==> config.mk <==
export PLATFORM = sky130hd
export DESIGN_NAME = flash_pwr_ctrl
export DESIGN_NICKNAME = d
export VERILOG_FILES = /design/src/rtl/flash_pwr_pkg.sv /design/src/rtl/flash_settle_timer.sv /design/src/rtl/flash_pwr_fsm.sv /design/src/rtl/flash_wait_gate.sv /design/src/rtl/flash_pwr_ctrl.sv
export SDC_FILE = /design/constraint.sdc
export NUM_CORES = 1
export LEC_CHECK = 0
export BUFFER_PORTS_ARGS = -buffer_cell sky130_fd_sc_hd__clkbuf_2
export CAP_MARGIN = 20
export CORE_MARGIN = 2
export CORE_UTILIZATION = 51
export CTS_CLUSTER_SIZE = 20
export DETAILED_ROUTE_END_ITERATION = 8
export HOLD_SLACK_MARGIN = 0.15
export PLACE_DENSITY_LB_ADDON = 0.15
export SYNTH_ARGS = -nofsm -noshare
export SYNTH_HDL_FRONTEND = slang
export SYNTH_HIERARCHICAL = 1
export SYNTH_SLANG_ARGS = --single-unit
==> constraint.sdc <==
create_clock -name clk -period 3.15 [get_ports clk]
set_input_delay 0.1575 -clock clk [delete_from_list [all_inputs] [get_ports clk]]
set_output_delay 0.1575 -clock clk [all_outputs]
set_load 0.02 [all_outputs]
==> src/rtl/flash_pwr_pkg.sv <==
// Shared level codes and helpers for the flash power-state controller.
// Assumes the codes are ordered so that an unsigned compare ranks power.
package flash_pwr_pkg;

    typedef enum logic [1:0] {
        LVL_SLEEP  = 2'b00,
        LVL_STBY   = 2'b01,
        LVL_ACTIVE = 2'b11
    } pwr_lvl_e;

    // Map a raw written code onto a legal level (10 is taken as active).
    function automatic pwr_lvl_e lvl_of(input logic [1:0] code);
        case (code)
            2'b00:   return LVL_SLEEP;
            2'b01:   return LVL_STBY;
            default: return LVL_ACTIVE;
        endcase
    endfunction

    // Level reached by one upward step from the given level.
    function automatic pwr_lvl_e step_up(input pwr_lvl_e cur);
        return (cur == LVL_SLEEP) ? LVL_STBY : LVL_ACTIVE;
    endfunction

endpackage

==> src/rtl/flash_settle_timer.sv <==
// Down-counter that times one upward settle step.
// Assumes load and clear are never both relevant: clear wins.
module flash_settle_timer #(
    parameter int CNT_W = 8
) (
    input  logic             clk,
    input  logic             rst_n,
    input  logic             load,
    input  logic [CNT_W-1:0] load_val,
    input  logic             clear,
    output logic             running,
    output logic             expired
);
    logic [CNT_W-1:0] cnt;

    // Count the settle window down while a step is in progress.
    always_ff @(posedge clk) begin
        if (!rst_n) begin
            running <= 1'b0;
            cnt     <= '0;
        end else if (clear) begin
            running <= 1'b0;
        end else if (load) begin
            running <= 1'b1;
            cnt     <= load_val;
        end else if (running) begin
            cnt     <= cnt - 1'b1;
        end
    end

    // Step is complete in the cycle the count has drained.
    assign expired = running && (cnt == '0);

    a_r3_no_underflow: assert property (@(posedge clk) disable iff (!rst_n)
        (running && !expired && !clear) |=> (cnt == $past(cnt) - 1'b1));

endmodule

==> src/rtl/flash_pwr_fsm.sv <==
// Level register, goal tracking and step sequencing for the bank and pump.
// Assumes acc_req is held by the CPU until the access completes.
module flash_pwr_fsm
    import flash_pwr_pkg::*;
#(
    parameter int CNT_W = 8
) (
    input  logic             clk,
    input  logic             rst_n,
    input  logic             mode_wr_en,
    input  logic [1:0]       mode_wr_data,
    input  logic             acc_req,
    input  logic [CNT_W-1:0] dly_sleep_stby,
    input  logic [CNT_W-1:0] dly_stby_act,
    input  logic             t_running,
    input  logic             t_expired,
    output logic             t_load,
    output logic [CNT_W-1:0] t_load_val,
    output logic             t_clear,
    output pwr_lvl_e         cur_lvl
);
    pwr_lvl_e goal_q;
    pwr_lvl_e eff_goal;
    pwr_lvl_e wr_lvl;
    logic     lower_wr;
    logic     chk_armed;

    // Decode the write and the goal an access imposes.
    always_comb begin
        wr_lvl   = lvl_of(mode_wr_data);
        lower_wr = mode_wr_en && (wr_lvl <= cur_lvl);
        eff_goal = acc_req ? LVL_ACTIVE : goal_q;
    end

    // Drive the settle timer: start a step when below goal, stop on expiry or lower write.
    always_comb begin
        t_clear    = lower_wr || t_expired;
        t_load     = !lower_wr && !t_running && (cur_lvl < eff_goal);
        t_load_val = (cur_lvl == LVL_SLEEP) ? dly_sleep_stby : dly_stby_act;
    end

    // Hold the settled level: drop at once on a lower write, rise one step on expiry.
    always_ff @(posedge clk) begin
        if (!rst_n) begin
            cur_lvl <= LVL_SLEEP;
        end else if (lower_wr) begin
            cur_lvl <= wr_lvl;
        end else if (t_expired) begin
            cur_lvl <= step_up(cur_lvl);
        end
    end

    // Remember the last software-requested level.
    always_ff @(posedge clk) begin
        if (!rst_n) begin
            goal_q <= LVL_SLEEP;
        end else if (mode_wr_en) begin
            goal_q <= wr_lvl;
        end
    end

    // Arm history-based checks one cycle after reset.
    always_ff @(posedge clk) begin
        if (!rst_n) chk_armed <= 1'b0;
        else        chk_armed <= 1'b1;
    end

    a_r2_legal_level: assert property (@(posedge clk) disable iff (!rst_n)
        cur_lvl != 2'b10);

    a_r5_lower_write_now: assert property (@(posedge clk) disable iff (!rst_n)
        (mode_wr_en && (lvl_of(mode_wr_data) <= cur_lvl))
            |=> (cur_lvl == lvl_of($past(mode_wr_data)) && !t_running));

    a_r3_single_step_up: assert property (@(posedge clk) disable iff (!rst_n || !chk_armed)
        (cur_lvl > $past(cur_lvl)) |-> (cur_lvl == step_up($past(cur_lvl))));

    a_r1_reset_sleep: assert property (@(posedge clk)
        !rst_n |=> (cur_lvl == LVL_SLEEP));

endmodule

==> src/rtl/flash_wait_gate.sv <==
// Counts read wait states in the active level and produces stall/done.
// Assumes the access is held until done and the level is registered upstream.
module flash_wait_gate
    import flash_pwr_pkg::*;
#(
    parameter int WS_W = 4
) (
    input  logic            clk,
    input  logic            rst_n,
    input  pwr_lvl_e        cur_lvl,
    input  logic            t_running,
    input  logic            acc_req,
    input  logic            acc_otp,
    input  logic [WS_W-1:0] ws_flash,
    input  logic [WS_W-1:0] ws_otp,
    output logic            acc_stall,
    output logic            acc_done
);
    logic [WS_W-1:0] ws_cnt;
    logic [WS_W-1:0] ws_sel;
    logic            serving;

    // Select the region's wait count and decide completion.
    always_comb begin
        ws_sel    = acc_otp ? ws_otp : ws_flash;
        serving   = acc_req && (cur_lvl == LVL_ACTIVE);
        acc_done  = serving && (ws_cnt == ws_sel);
        acc_stall = acc_req && !acc_done;
    end

    // Count stalled active cycles of the current access.
    always_ff @(posedge clk) begin
        if (!rst_n || !serving || acc_done) ws_cnt <= '0;
        else                                ws_cnt <= ws_cnt + 1'b1;
    end

    a_r9_done_only_active: assert property (@(posedge clk) disable iff (!rst_n)
        acc_done |-> (cur_lvl == LVL_ACTIVE));

    a_r7_no_done_while_settling: assert property (@(posedge clk) disable iff (!rst_n)
        t_running |-> !acc_done);

    a_r8_stall_needs_req: assert property (@(posedge clk) disable iff (!rst_n)
        acc_stall |-> acc_req);

endmodule

==> src/rtl/flash_pwr_ctrl.sv <==
// Top of the flash power-state controller: level FSM, settle timer, wait gate.
// Assumes one shared level for bank and pump and a CPU that holds acc_req.
module flash_pwr_ctrl
    import flash_pwr_pkg::*;
#(
    parameter int CNT_W = 8,
    parameter int WS_W  = 4
) (
    input  logic             clk,
    input  logic             rst_n,
    input  logic             mode_wr_en,
    input  logic [1:0]       mode_wr_data,
    input  logic [CNT_W-1:0] dly_sleep_stby,
    input  logic [CNT_W-1:0] dly_stby_act,
    input  logic [WS_W-1:0]  ws_flash,
    input  logic [WS_W-1:0]  ws_otp,
    input  logic             acc_req,
    input  logic             acc_otp,
    output logic             acc_stall,
    output logic             acc_done,
    output logic [1:0]       pwr_mode
);
    pwr_lvl_e         cur_lvl;
    logic             t_load;
    logic             t_clear;
    logic             t_running;
    logic             t_expired;
    logic [CNT_W-1:0] t_load_val;

    flash_pwr_fsm #(.CNT_W(CNT_W)) u_fsm (
        .clk            (clk),
        .rst_n          (rst_n),
        .mode_wr_en     (mode_wr_en),
        .mode_wr_data   (mode_wr_data),
        .acc_req        (acc_req),
        .dly_sleep_stby (dly_sleep_stby),
        .dly_stby_act   (dly_stby_act),
        .t_running      (t_running),
        .t_expired      (t_expired),
        .t_load         (t_load),
        .t_load_val     (t_load_val),
        .t_clear        (t_clear),
        .cur_lvl        (cur_lvl)
    );

    flash_settle_timer #(.CNT_W(CNT_W)) u_timer (
        .clk      (clk),
        .rst_n    (rst_n),
        .load     (t_load),
        .load_val (t_load_val),
        .clear    (t_clear),
        .running  (t_running),
        .expired  (t_expired)
    );

    flash_wait_gate #(.WS_W(WS_W)) u_wait (
        .clk       (clk),
        .rst_n     (rst_n),
        .cur_lvl   (cur_lvl),
        .t_running (t_running),
        .acc_req   (acc_req),
        .acc_otp   (acc_otp),
        .ws_flash  (ws_flash),
        .ws_otp    (ws_otp),
        .acc_stall (acc_stall),
        .acc_done  (acc_done)
    );

    // One level value drives both bank and pump and is what software reads.
    assign pwr_mode = cur_lvl;

endmodule

==> results.txt <==
- Run status: complete, no violations
- Max_slew headroom: between 50% and 60%
- Horizontal die dimension: around 53 um
* Row cnt: 17
- Relative contribution of sequential cells to total power: between 30 and 40%
- The most used flip-flop cell after synthesis is dfxtp_1.
- Worst Setup End Kind: flip-flop
- For this design, the sink count on the clock tree is 17.
- VDD IR max: just under 0.5 mV
- Die Height: 52.63 um
- Clock network latency to the later pin of the worst-skew pair: roughly 0.27 ns
- The critical path in this run is classified as flip-flop to flip-flop.
- Global routing consumed, on the met1 layer, a little over a quarter of the routing resources.
* Quantity of gates resized following cts: 0
* Initial standard-cell utilization of the core: 54.01%
* Number of enable flip-flop cells after synthesis: 0
* Post-route antenna net violation count: 0
- Of all flip-flops after synthesis, the portion carrying an async set or reset was 0%.
- Power per standard cell area: 730.2 nW/um2
- In the routed design, unresolved DRC markers number 0.
- In this run the cell area of the synthesized design comes to approximately 1200 um2.
- Number of buffers created by CTS: 3
- Met2 Track Usage GR: between 30% and 40%
- Antenna violations before repair: 0
* Met3 Track Usage GR: between 3 and 4%
- The final critical path takes up 77.71% of the cycle.
- STA puts the critical path data required time at about 3.4 ns.
- Startpoint kind of the worst setup timing path: flip-flop
* Yosys reg bits: 17
- Via total after detailed routing: between 1000 and 1500
* Post-synthesis cell type count: 50
* Synthesized netlist cell count: roughly 130
- Net switching fraction of the power: between 40% and 50%
- In the final layout, the share of cells above drive strength 1 is about a third.
- The repair_antennas step left the layout with diodes totalling 0.
- Minimum setup slack in the final design: ~0.7 ns
- Grt ovf: 0
* Clock transition at path regs: around 0.090 ns
- TritonCTS built the clock tree.
* Routability cong.: between 0.8 and 0.9
- Pin count of the biggest net entering global routing: 19
- The tool flagged a number of max-cap violations equal to 0.
- For this run, the register share of the synthesized area comes to 28.22%.
* Wire per inst: roughly 13 um
- Number of setup violations in the final report: 0
- Final Hold Viols: 0
- Top-level port count: 35
* H-tree depth reported by CTS: 1
* GRT Max-Usage Layer: met2
- Min cycle time layout: ~2.4 ns
* Pint: just over 0.6 mW
* Combinational Power Share: a little under three fifths
- In this run the worst hold path is classified as input port to flip-flop.
* Clock network fraction of total power: 10.4%
* Area of the placeable core: 2233 um2
- Dividing the synthesized area by the synthesized cell count gives 9.069 um2.
* Sum of negative setup slack: 0 ns
- Starting DRC count in detailed routing: 29
- Unrepaired setup endpoints after global routing: false
- Data on the critical path arrives at its endpoint at around 2.7 ns.
- Via count of the first global-routing pass: 1017
- For this run, the detailed router's first-pass iteration total came to 4.
- Final slew viol count: 0
- The worst register-to-register path has a setup slack of around 0.7 ns.
- In this run the clock root is driven by a clkbuf_4.
* Global-route wire length before repair: approximately 4300 um
* Half-perimeter wire length of the detailed placement result: approximately 2000 um
* Number of nets at the end of the flow: 205
- NetSw: approximately 0.43 mW
* Minimum setup slack after placement: around 0.7 ns
- Buffers inserted by post-CTS timing repair: 0
* Worst-case clock skew: 0.004186 ns
- Count of hold-fix buffers inserted at cts: 0
* Synth Warn #: 6
* Measured slew at the worst slew-check pin: approximately 0.64 ns
- Post-Syn Nets: 170
- Total of buffers placed on input and output ports: 34
- Along the worst path, the maximum fanout reaches 9.
- Static leakage power: 0.6418 nW
- Mean number of vias per cell: 5.692
* Post-synthesis to final-layout area growth: 18.15%
- Timing would allow up to about 400 MHz.
- Clock Path Buffers: 2
* Area of the die: approximately 2800 um2
- The routed design has roughly 2500 um of wire.
* Global routing usage summed across all routing layers: between 20% and 30%
==> power groups by stage <==
stage / clock network (mW) / registers (mW) / logic, mW
2_1_floorplan: 0 / 0.341 / 0.456
3_3_place_gp: 0 / 0.353 / 0.566
3_5_place_dp: 0 / 0.354 / 0.580
4_1_cts: 0.116 / 0.349 / 0.584
5_1_grt: 0.128 / 0.363 / 0.654
6_report: 0.109 / 0.350 / 0.582
==> Yosys cell counts (2+ instances only) <==
| master | count | share of area [%] |
|---|---|---|
| a32o_1 | 2 | 1.7 |
| and4_1 | 2 | 1.5 |
| clkbuf_1 | 3 | 0.93 |
| dfxtp_1 | 17 | 28 |
| ha_1 | 6 | 6.2 |
| inv_1 | 9 | 2.8 |
| mux2_2 | 8 | 7.5 |
| mux2i_1 | 7 | 5.8 |
| nand2_1 | 11 | 3.4 |
| nand2b_1 | 2 | 1.0 |
| nand3_1 | 4 | 1.7 |
| nor2_1 | 7 | 2.2 |
| nor4_1 | 3 | 1.6 |
| o2111ai_1 | 2 | 1.5 |
| o211ai_1 | 2 | 1.2 |
| o21ai_0 | 6 | 2.5 |
| o21bai_1 | 3 | 1.9 |
| o41a_1 | 2 | 1.9 |
| or4_1 | 2 | 1.2 |
| xnor2_1 | 5 | 3.6 |
==> state kept, by name (all words and copies together) (netlist names) <==
register and count:
u_fsm/cur_lvl 2, u_wait/ws_cnt 4, u_timer/running 1, u_timer/cnt 8, u_fsm/goal_q 2
==> worst max-delay path: stages, from the launching register on <==
cell and delay (ns):
dfxtp_1 0.49, inv_1 0.10, ha_1 0.31, and2b_1 0.17, o21ai_4 0.09, a2111oi_2 0.38
o21bai_1 0.31, o311a_1 0.40, nor3_1 0.12
==> metal layers <==
metal  up-vias  wire, um
li1        565         -
met5         -         0
met1       518      1172
met2        25      1191
met4         0        12
met3         2       100
==> path summary, 6_finish.rpt <==
| path | startpoint | endpoint | depth (start not counted) |
|---|---|---|---|
| worst min-delay path | mode_wr_en | u_fsm/goal_q[0] | 2 |
| worst max-delay path | u_fsm/cur_lvl[1] | u_timer/cnt[7] | 8 |
| worst min register to register | u_wait/ws_cnt[0] | u_wait/ws_cnt[0] | 1 |
| worst max register to register | u_fsm/cur_lvl[1] | u_timer/cnt[7] | 8 |
==> kinds of logic after synthesis <==
| group | share of synthesized area, % |
|---|---|
| simple gates | 20.54 |
| compound gates | 22.93 |
| flops | 28.22 |
| mux | 13.28 |
| buf+inv | 4.460 |
| xor+xnor | 4.357 |
| fa+ha+maj | 6.224 |
==> layout make-up <==
| cell class | instances | area [um2] |
|---|---|---|
| clock buffers | 4 | 26.28 |
| fillers | 198 | 808.3 |
| inverters | 9 | 33.78 |
| multi-input cells | 102 | 812.0 |
| flip-flops and latches | 17 | 340.3 |
| well taps | 28 | 35.03 |
| repair buffers | 35 | 177.7 |
==> per-stage QoR <==
stage	cell area, um2	power (mW)	cells	util [%]	hold slack, ns
2_1_floorplan	1206	0.7964	133	-	0.2857
3_3_place_gp	1399	0.9190	191	62.63	0.4609
3_5_place_dp	1399	0.9341	191	62.63	0.4689
4_1_cts	1425	1.048	195	63.81	0.1702
5_1_grt	1425	1.145	195	63.81	0.1853
6_report	1425	1.041	195	63.81	0.1825
==> layout by cell type (no fill, tap or decap), types with 2 or more instances in the layout <==
| cell type | n |
|---|---|
| or4_1 | 2 |
| a32o_1 | 2 |
| mux2i_1 | 7 |
| clkbuf_2 | 34 |
| nand2_1 | 11 |
| clkbuf_4 | 3 |
| ha_1 | 6 |
| o21ai_0 | 6 |
| o41a_1 | 2 |
| nor2_1 | 7 |
| nor4_1 | 3 |
| o2111ai_1 | 2 |
| and4_1 | 2 |
| inv_1 | 9 |
| xnor2_1 | 5 |
| nand3_1 | 4 |
| o211ai_1 | 2 |
| nand2b_1 | 2 |
| mux2_2 | 8 |
| o21bai_1 | 3 |
| dfxtp_1 | 17 |
Power figures use the tool's default switching activity.
